**src/rtl/cfgs_pkg.sv**
```systemverilog
package cfgs_pkg;

    typedef enum logic [2:0] {
        ST_IDLE,
        ST_ADDR,
        ST_RX,
        ST_ACK,
        ST_TX,
        ST_HACK,
        ST_SKIP
    } cfg_st_e;

    // Power-on value of control byte idx
    function automatic logic [7:0] reg_default(int idx);
        case (idx)
            0:       return 8'h1F;
            1, 2:    return 8'hFF;
            default: return 8'h00;
        endcase
    endfunction

endpackage

```
**src/rtl/cfgs_sync.sv**
```systemverilog
module cfgs_sync #(
    parameter int STAGES = 2
) (
    input  logic clk,
    input  logic rst_n,
    input  logic scl_i,
    input  logic sda_i,
    output logic scl_s,
    output logic sda_s,
    output logic scl_rise,
    output logic scl_fall,
    output logic start_c,
    output logic stop_c
);

    typedef struct packed {
        logic [STAGES-1:0] scl_p;
        logic [STAGES-1:0] sda_p;
        logic              scl_l;
        logic              sda_l;
    } sync_t;

    sync_t q, d;

    always_comb begin
        d       = q;
        d.scl_p = {q.scl_p[STAGES-2:0], scl_i};
        d.sda_p = {q.sda_p[STAGES-2:0], sda_i};
        d.scl_l = q.scl_p[STAGES-1];
        d.sda_l = q.sda_p[STAGES-1];
    end

    always_ff @(posedge clk or negedge rst_n) begin
        if (!rst_n) q <= '1;
        else        q <= d;
    end

    assign scl_s    = q.scl_p[STAGES-1];
    assign sda_s    = q.sda_p[STAGES-1];
    assign scl_rise = scl_s & ~q.scl_l;
    assign scl_fall = ~scl_s & q.scl_l;
    assign start_c  = scl_s & q.scl_l & q.sda_l & ~sda_s;
    assign stop_c   = scl_s & q.scl_l & ~q.sda_l & sda_s;

endmodule

```
**src/rtl/cfgs_regfile.sv**
```systemverilog
module cfgs_regfile
    import cfgs_pkg::*;
#(
    parameter int             NREG      = 6,
    parameter int             DW        = 8,
    parameter int             RI_W      = $clog2(NREG),
    parameter int             ZERO_BYTE = 0,
    parameter logic [DW-1:0]  ZERO_MASK = 1
) (
    input  logic               clk,
    input  logic               rst_n,
    input  logic               we,
    input  logic [RI_W-1:0]    widx,
    input  logic [DW-1:0]      wdata,
    input  logic [RI_W-1:0]    rd_idx,
    output logic [DW-1:0]      rd_data,
    output logic [NREG*DW-1:0] regs_o
);

    localparam int TOT = NREG * DW;
    localparam logic [RI_W:0] NREG_L = (RI_W+1)'(NREG);
    localparam logic [RI_W-1:0] ZB_L = RI_W'(ZERO_BYTE);

    function automatic logic [TOT-1:0] build_default();
        logic [TOT-1:0] v;
        v = '0;
        for (int i = 0; i < NREG; i++) v[i*DW +: DW] = DW'(reg_default(i));
        return v;
    endfunction

    localparam logic [TOT-1:0] RST_VAL = build_default();

    logic [TOT-1:0] regs_d, regs_q;

    always_comb begin
        regs_d = regs_q;
        if (we && ({1'b0, widx} < NREG_L))
            regs_d[int'(widx)*DW +: DW] = wdata;
    end

    always_ff @(posedge clk or negedge rst_n) begin
        if (!rst_n) regs_q <= RST_VAL;
        else        regs_q <= regs_d;
    end

    // Readback path: one configured bit is hidden
    always_comb begin
        rd_data = '0;
        if ({1'b0, rd_idx} < NREG_L) begin
            rd_data = regs_q[int'(rd_idx)*DW +: DW];
            if (rd_idx == ZB_L) rd_data = rd_data & ~ZERO_MASK;
        end
    end

    assign regs_o = regs_q;

    // the control logic never addresses a byte beyond the file
    a_r4_widx_range: assert property (@(posedge clk) disable iff (!rst_n)
        we |-> ({1'b0, widx} < NREG_L));

    // contents move only on a write strobe
    a_r3_hold_without_write: assert property (@(posedge clk) disable iff (!rst_n)
        !we |=> $stable(regs_q));

endmodule

```
**src/rtl/clkgen_cfg_slave.sv**
```systemverilog
module clkgen_cfg_slave
    import cfgs_pkg::*;
#(
    parameter logic [6:0] DEV_ADDR    = 7'h69,
    parameter int         NREG        = 6,
    parameter int         HDR         = 2,
    parameter int         SYNC_STAGES = 2
) (
    input  logic              clk,
    input  logic              rst_n,
    input  logic              scl_i,
    input  logic              sda_i,
    output logic              sda_oe,
    output logic [NREG*8-1:0] regs_o
);

    localparam int DW    = 8;
    localparam int IDX_W = $clog2(HDR + NREG + 1);
    localparam int RI_W  = $clog2(NREG);
    localparam logic [IDX_W-1:0] IDX_LAST = IDX_W'(HDR + NREG);
    localparam logic [IDX_W-1:0] HDR_I    = IDX_W'(HDR);
    localparam logic [IDX_W-1:0] NREG_I   = IDX_W'(NREG);
    localparam logic [DW-1:0]    CNT_BYTE = DW'(NREG);
    localparam logic [DW-1:0]    WR_ADDR  = {DEV_ADDR, 1'b0};
    localparam logic [DW-1:0]    RD_ADDR  = {DEV_ADDR, 1'b1};

    typedef struct packed {
        cfg_st_e          st;
        logic [2:0]       bit_n;
        logic             full;
        logic [DW-1:0]    sh;
        logic [IDX_W-1:0] idx;
        logic             rd;
        logic             oe;
        logic             hack;
    } fsm_t;

    fsm_t q, d;

    logic scl_s, sda_s, scl_rise, scl_fall, start_c, stop_c;
    logic            we;
    logic [RI_W-1:0] widx;
    logic [RI_W-1:0] rd_idx;
    logic [DW-1:0]   rd_data;
    logic [IDX_W-1:0] sel;
    logic [DW-1:0]   tx_byte;

    cfgs_sync #(.STAGES(SYNC_STAGES)) u_sync (
        .clk      (clk),
        .rst_n    (rst_n),
        .scl_i    (scl_i),
        .sda_i    (sda_i),
        .scl_s    (scl_s),
        .sda_s    (sda_s),
        .scl_rise (scl_rise),
        .scl_fall (scl_fall),
        .start_c  (start_c),
        .stop_c   (stop_c)
    );

    cfgs_regfile #(.NREG(NREG), .DW(DW), .RI_W(RI_W)) u_regs (
        .clk     (clk),
        .rst_n   (rst_n),
        .we      (we),
        .widx    (widx),
        .wdata   (q.sh),
        .rd_idx  (rd_idx),
        .rd_data (rd_data),
        .regs_o  (regs_o)
    );

    // Byte to send next: index 0 is the count, k>0 is register k-1
    always_comb begin
        sel     = (q.st == ST_HACK) ? q.idx + 1'b1 : q.idx;
        rd_idx  = RI_W'(sel - 1'b1);
        tx_byte = (sel == '0) ? CNT_BYTE : rd_data;
    end

    always_comb begin
        d    = q;
        we   = 1'b0;
        widx = RI_W'(q.idx - HDR_I);
        if (start_c) begin
            d.st    = ST_ADDR;
            d.bit_n = '0;
            d.full  = 1'b0;
            d.oe    = 1'b0;
        end else if (stop_c) begin
            d.st = ST_IDLE;
            d.oe = 1'b0;
        end else begin
            case (q.st)
                ST_ADDR, ST_RX: begin
                    if (scl_rise) begin
                        d.sh    = {q.sh[DW-2:0], sda_s};
                        d.bit_n = q.bit_n + 1'b1;
                        if (q.bit_n == 3'd7) d.full = 1'b1;
                    end else if (scl_fall && q.full) begin
                        d.full  = 1'b0;
                        d.bit_n = '0;
                        if (q.st == ST_ADDR) begin
                            d.idx = '0;
                            if (q.sh == WR_ADDR) begin
                                d.st = ST_ACK;
                                d.oe = 1'b1;
                                d.rd = 1'b0;
                            end else if (q.sh == RD_ADDR) begin
                                d.st = ST_ACK;
                                d.oe = 1'b1;
                                d.rd = 1'b1;
                            end else begin
                                d.st = ST_SKIP;
                            end
                        end else begin
                            d.st = ST_ACK;
                            d.oe = 1'b1;
                            if (q.idx >= HDR_I && q.idx < IDX_LAST) we = 1'b1;
                            if (q.idx != IDX_LAST) d.idx = q.idx + 1'b1;
                        end
                    end
                end
                ST_ACK: begin
                    if (scl_fall) begin
                        d.bit_n = '0;
                        d.full  = 1'b0;
                        if (q.rd) begin
                            d.st = ST_TX;
                            d.sh = tx_byte;
                            d.oe = ~tx_byte[DW-1];
                        end else begin
                            d.st = ST_RX;
                            d.oe = 1'b0;
                        end
                    end
                end
                ST_TX: begin
                    if (scl_fall) begin
                        if (q.bit_n == 3'd7) begin
                            d.st = ST_HACK;
                            d.oe = 1'b0;
                        end else begin
                            d.sh    = {q.sh[DW-2:0], 1'b0};
                            d.oe    = ~q.sh[DW-2];
                            d.bit_n = q.bit_n + 1'b1;
                        end
                    end
                end
                ST_HACK: begin
                    if (scl_rise) begin
                        d.hack = ~sda_s;
                    end else if (scl_fall) begin
                        if (q.hack && q.idx < NREG_I) begin
                            d.idx   = q.idx + 1'b1;
                            d.st    = ST_TX;
                            d.sh    = tx_byte;
                            d.oe    = ~tx_byte[DW-1];
                            d.bit_n = '0;
                        end else begin
                            d.st = ST_SKIP;
                        end
                    end
                end
                default: d.oe = 1'b0;
            endcase
        end
    end

    always_ff @(posedge clk or negedge rst_n) begin
        if (!rst_n) begin
            q    <= '0;
            q.st <= ST_IDLE;
        end else begin
            q <= d;
        end
    end

    assign sda_oe = q.oe;

    // the drive enable is steady through every SCL-high span
    a_r8_oe_steady_scl_high: assert property (@(posedge clk) disable iff (!rst_n)
        (scl_s && !scl_rise) |-> $stable(sda_oe));

    // a start seen anywhere returns to address reception
    a_r10_restart_addr: assert property (@(posedge clk) disable iff (!rst_n)
        start_c |=> (q.st == ST_ADDR && !sda_oe));

    // a foreign address never draws an acknowledge
    a_r7_no_ack_foreign: assert property (@(posedge clk) disable iff (!rst_n)
        (q.st == ST_ADDR && q.full && scl_fall && !start_c && !stop_c &&
         q.sh[DW-1:1] != DEV_ADDR) |=> !sda_oe);

    // after a declined byte the line stays released
    a_r9_release_after_nack: assert property (@(posedge clk) disable iff (!rst_n)
        (q.st == ST_SKIP && !start_c) |=> !sda_oe);

endmodule

```
**config.mk**
```make
export PLATFORM = sky130hd
export DESIGN_NAME = clkgen_cfg_slave
export DESIGN_NICKNAME = d
export VERILOG_FILES = /design/src/rtl/cfgs_pkg.sv /design/src/rtl/cfgs_sync.sv /design/src/rtl/cfgs_regfile.sv /design/src/rtl/clkgen_cfg_slave.sv
export SDC_FILE = /design/constraint.sdc
export NUM_CORES = 1
export LEC_CHECK = 0
export ABC_AREA = 1
export BUFFER_PORTS_ARGS = -buffer_cell sky130_fd_sc_hd__buf_2
export CORE_AREA = 10 10 107 128
export CTS_CLUSTER_DIAMETER = 200
export DETAILED_ROUTE_END_ITERATION = 8
export DIE_AREA = 0 0 117 138
export PLACE_DENSITY = 0.72
export RECOVER_POWER = 100
export SLEW_MARGIN = 20
export SYNTH_ARGS = -nofsm -noshare
export SYNTH_HDL_FRONTEND = slang
export SYNTH_HIERARCHICAL = 1
export SYNTH_SLANG_ARGS = --single-unit
```
**constraint.sdc**
```tcl
create_clock -name clk -period 6.36 [get_ports clk]
set_input_delay 0.318 -clock clk [delete_from_list [all_inputs] [get_ports clk]]
set_output_delay 0.318 -clock clk [all_outputs]
set_load 0.02 [all_outputs]
```
## Yosys cells after proc, flatten, opt, wreduce, memory -nomap -nowiden

Cells that the tools add are included.

| operators by class | value |
|---|---|
| add/subtract/negate cells | 5 |
| $mul | 0 |
| div/mod/pow operators | 0 |
| $lt $le $gt $ge | 5 |
| eq/ne operators | 38 |
| shift operators | 3 |
| mux-type cells | 61 |
| bitwise operators | 16 |
| reduce and logical (&&, ||, !) cells | 21 |

Operators by type and width:

| kind | number |
|---|---|
| 48-bit bitwise mux | 1 |
| 8-bit 2-to-1 mux | 6 |
| 8-bit by 33-bit variable shift with 48-bit output, first input constant | 1 |
| 48-bit by 7-bit variable part select with 8-bit output | 1 |
| 8-bit by 33-bit variable part select with 48-bit output | 1 |
| 4-bit != test, second input constant | 10 |
| 12-bit 2-to-1 mux | 3 |
| 6-bit negation with 33-bit output | 1 |
| 8-bit one-hot mux with 4 select lines | 1 |
| 6-bit 2-to-1 mux | 5 |
| 3-bit 2-to-1 mux | 9 |
| 6-bit one-hot mux with 4 select lines | 1 |
| 1-bit 2-to-1 mux | 21 |
| 2-bit != test, second input constant | 10 |
| 3-bit != test, second input constant | 6 |
| 9-bit AND reduction | 2 |
| 17-bit 2-to-1 mux | 1 |
| 8-bit == test, second input constant | 2 |
| 4-bit 2-to-1 mux | 4 |
| 8-bit AND reduction | 2 |
| 15-bit 2-to-1 mux | 1 |
| 7-bit 2-to-1 mux | 2 |
| 11-bit AND reduction | 1 |
| 3-bit == test, second input constant | 3 |
| other kinds (32) | 54 |

| storage, ports and cells | value |
|---|---|
| register bits | 76 |
| bits in latches | 0 |
| bits in writable memories | 0 |
| ROM bits | 0 |
| input port bits | 4 |
| output and inout bits | 49 |
| word-level logic and storage cells | 162 |
| memories kept | 0 |

## Logic depth before layout (Yosys ltp)

| depth | value |
|---|---|
| word-level depth | 14 |
| depth in mapped cells | 18 |
| gate-level depth less buffers | 17 |

## By module

Netlist, hierarchy kept.

By module, submodules not included:

| module | times used | cells an instance | area an instance (µm²) | seq. area each (µm²) |
|---|---|---|---|---|
| cfgs_regfile | 1 | 367 | 2,803.9 | 1,227.4 |
| clkgen_cfg_slave | 1 | 285 | 1,841.8 | 550.5 |
| cfgs_sync | 1 | 17 | 198.9 | 157.7 |

## Least setup slack after synthesis

No wires, ideal clock.

| path | value |
|---|---|
| kind | flip-flop to flip-flop |
| from | register, netlist name q[3] |
| to | register q (netlist bit sda_oe) |
| setup time | 0.116 ns |
| arrival | 2.451 ns |
| data required time | 6.244 ns |
| setup slack | 3.793 ns |
| cell stages (with the launch flop) | 18 |
| buffers on the path | 0 |
| period minus slack after synthesis | 2.567 ns |
| cells stage by stage | dfrtp_1 inv_1 ha_1 inv_1 o21ai_0 ha_1 nand3_2 inv_1 or2_2 clkinv_1 nor2_1 o21ai_0 o21ai_0 o21ai_0 nand2_1 nand2_1 nand2_1 nand2_1 |

RTL lines:

| what | RTL line | source |
|---|---|---|
| end: declaration | clkgen_cfg_slave.sv:38 | `fsm_t q, d;` |

## Worst setup path after layout

| path | value |
|---|---|
| from | register u_sync.q (netlist bit u_sync/sda_s) |
| to | register u_regs.regs_q[35], in the netlist u_regs/regs_o[35] |

| between the ends | value |
|---|---|
| word-level cells in the longest chain between the ends | 4 |
| elaborated cells on any way between the ends | 6 |
| those cells by class | mux (2); bitwise (3); reduce/logical (1) |

Ends and longest elaborated chain:

| what | RTL line | source |
|---|---|---|
| start: declaration | cfgs_sync.sv:23 | `sync_t q, d;` |
| start signal: assignment | cfgs_sync.sv:34 | `if (!rst_n) q <= '1;` |
| start signal: assignment | cfgs_sync.sv:35 | `else q <= d;` |
| 1-bit NOT | cfgs_sync.sv:42 | `assign start_c = scl_s & q.scl_l & q.sda_l & ~sda_s;` |
| 1-bit AND | cfgs_sync.sv:42 |  |
| named net start_c | clkgen_cfg_slave.sv:40 | `logic scl_s, sda_s, scl_rise, scl_fall, start_c, stop_c;` |
| 1-bit 2-to-1 mux | clkgen_cfg_slave.sv:83 | `if (start_c) begin` |
| named net we | clkgen_cfg_slave.sv:41 | `logic we;` |
| 1-bit logical AND | cfgs_regfile.sv:37 | `if (we && ({1'b0, widx} < NREG_L))` |
| end signal: assignment | cfgs_regfile.sv:43 | `else regs_q <= regs_d;` |
| end: declaration | cfgs_regfile.sv:33 | `logic [TOT-1:0] regs_d, regs_q;` |

The timed path passes the listed nets, and every way through them passes these cells.
A chain may end at the register's enable or synchronous reset.

==> results.sh <==
export IMPL_busiest_layer="met2"
export IMPL_netlist_area_um2=4840
export IMPL_slew_viol_final=77
export IMPL_hold_path_class="in2reg"
export IMPL_start_util_pct=42.9
export IMPL_fp_dieH_um=138
export IMPL_diodes=0
export IMPL_post_cts_buffers=0
export IMPL_synth_yosys_seq_area_share_pct=40.0
export IMPL_slew_headroom_pct=-166
export IMPL_fmax_mhz=275
export IMPL_cts_inserted_buffers=9
export IMPL_vias=4452
export IMPL_required_ps=6590
export IMPL_num_rows=43
export IMPL_synthTopCellsByCount="nand2_1 (220), nor2_1 (68), inv_1 (66)"
export IMPL_endpoint_kind="flop"
export IMPL_ys_ff_latch=76
export IMPL_status="finished with violations"
export IMPL_synth_top_cell_by_area="dfrtp_1"
export IMPL_synth_main_ff_cell="dfrtp_1"
export IMPL_critPathMaxFanout=17
export IMPL_finalPower_uw=2030
export IMPL_avgRoutedWirePerCell_um=16.5
export IMPL_grt_max_degree=77
export IMPL_setup_viol=0
export IMPL_synth_most_common_cell="nand2_1"
export IMPL_syn_num_nets=683
export IMPL_grt_first_pass_wirelength_mm=23.1
export IMPL_place_congestion=0.939
export IMPL_ant_nets=0
export IMPL_core_area_um2=11300
export IMPL_rsz0062_at_grt="false"
export IMPL_tightest_slew_ps=3980
export IMPL_met2_usage_pct=30.0
export IMPL_powerDensity_nw_per_um2=385
export IMPL_fin_nets=728
export IMPL_fin_crit_sh_pct=57.1
export IMPL_io_buffers=52
export IMPL_synth_top_cell_area_share_pct=25.3
export IMPL_drt_iter0_markers=367
export IMPL_die_area_um2=16100
export IMPL_cts_tree="done"
export IMPL_syn_to_final_growth_pct=8.55
export IMPL_critPathKind="reg2reg"
export IMPL_wirelength_mm=14.1
export IMPL_pin_count=53
export IMPL_clkTransAtPathRegs_ps=60
export IMPL_grt_ovfl_total=0
export IMPL_hold_viol=0
export IMPL_antenna_found_initial=0
export IMPL_htreeDepth=3
export IMPL_clk_latency_ps=340
export IMPL_holdBufCountCts=0
export IMPL_cts_root_buf="clkbuf_16"
export IMPL_drt_pre_antenna_iters=5
export IMPL_grt_pass1_vias=4386
export IMPL_synthDistinctLibCells=42
export IMPL_dpl_hpwl_mm=10.8
export IMPL_syn_area_per_cell_um2=7.24
export IMPL_leakagePower_uw=0.00256
export IMPL_fill_cells=1207
export IMPL_synthCells=669
export IMPL_synth_edff_count=0
export IMPL_cts_path_max_buffers=2
export IMPL_drc=0
export IMPL_period_minus_slack_ps=3630
export IMPL_finClkSkew_ps=9.62
export IMPL_vias_per_cell=5.21
export IMPL_clock_sink_count=76
export IMPL_die_w_um=117
export IMPL_ir_drop_mv=0.166
export IMPL_yosys_top_cells_area="dfrtp_1 (25%), nand2_1 (17%), dfstp_2 (15%)"
export IMPL_cts_resized=0
export IMPL_use_met1_pct=22.1
export IMPL_yosys_warnings=6
export IMPL_finalSetupTns_ps=0
export IMPL_cp_start_kind="flop"
export IMPL_max_cap_violations=1
export IMPL_arrival_ps=3860
export IMPL_drive_above_1_share_pct=10.7
export IMPL_async_flop_share_pct=100
export IMPL_grt_util_all_layers_pct=17.9
export IMPL_violations="max-capacitance violations, max-slew violations"
export IMPL_use_met3_pct=3.25
## layout by cell type, fill, tap and decap left out, drive strengths merged
cell	count
nand2	226
nor2	77
inv	74
o21ai	73
clkbuf	61
nand3	58
dfrtp	49
dfstp	27
a21oi	12
ha	10
nor3	9
o21bai	9
nand4	7
or2	6
o22ai	3
clkinvlp	3
o21a	3
clkinv	3
buf	3
o211ai	2
xor2	1
nand3b	1
a31oi	1
and2	1
## report_power, final
group	leakage [µW]	switching, µW	internal (µW)
sequential	0.000944	80.5	535
combinational	0.00149	669	269
clock	0.000125	209	264
## registers in the layout, summed over array words and instances (netlist names)
name           count
u_regs/regs_o     48
q                 21
u_sync/d           2
u_sync/q           2
sda_oe             1
u_sync/scl_s       1
u_sync/sda_s       1
## kinds of logic (layout without fill, tap and decap cells)
family,after synthesis,after routing,synth area share [%]
simple gates,385,385,35.5
compound gates,103,103,12.8
buf+inv,94,144,8.96
flops,76,76,40.0
fa+ha+maj,10,10,2.58
xor+xnor,1,1,0.181
## cell type report
type / count / area, µm² / share of cell area (%)
Clock buffer: 10 / 229 / 4.35
Sequential cell: 76 / 1940 / 36.8
Multi-Input combinational cell: 499 / 2390 / 45.4
Tap cell: 135 / 169 / 3.21
Inverter: 74 / 285 / 5.42
Timing Repair Buffer: 54 / 209 / 3.97
Clock inverter: 6 / 41.3 / 0.785
## metrics by stage
step           std cells  area, µm²  setup WS [ps]  utilization, %  hold WS, ps
4_1_cts              854       5420           3020            48.0         66.7
3_5_place_dp         838       5150           3050            45.6          349
6_report             854       5260           2730            46.5         79.5
2_1_floorplan        669       4840           3790               -         22.4
3_3_place_gp         838       5150           3140            45.6          347
5_1_grt              854       5260           1950            46.5         59.3
## critical path, stage by stage, from the launching register on
cell	delay, ps
dfstp_1	600
inv_1	60
nand2_1	50
nor2_1	90
nor2_1	110
clkbuf_1	440
nand3_1	140
nor3_1	410
nand2_1	110
nor2_1	840
nand2_1	450
nand2_1	170
nand2_1	60
## final timing paths
kind | slack (ps) | cells after the start | startpoint | to
min in group asynchronous | 1370 | 1 | rst_n | q[16]
min reg2reg | 360 | 0 | u_sync/d[5] | u_sync/scl_s
min | 80 | 1 | scl_i | u_sync/d[5]
max reg2reg | 2730 | 12 | u_sync/sda_s | u_regs/regs_o[35]
max in group asynchronous | 2770 | 1 | rst_n | u_regs/regs_o[46]
max | 2730 | 12 | u_sync/sda_s | u_regs/regs_o[35]
## metal layers
layer  up-vias  wire length [µm]
li1       2228                 -
met1      2089              6040
met2       110              7190
met3        25               448
met4         0               400
met5         -                 0
Power figures use the tool's default switching activity.
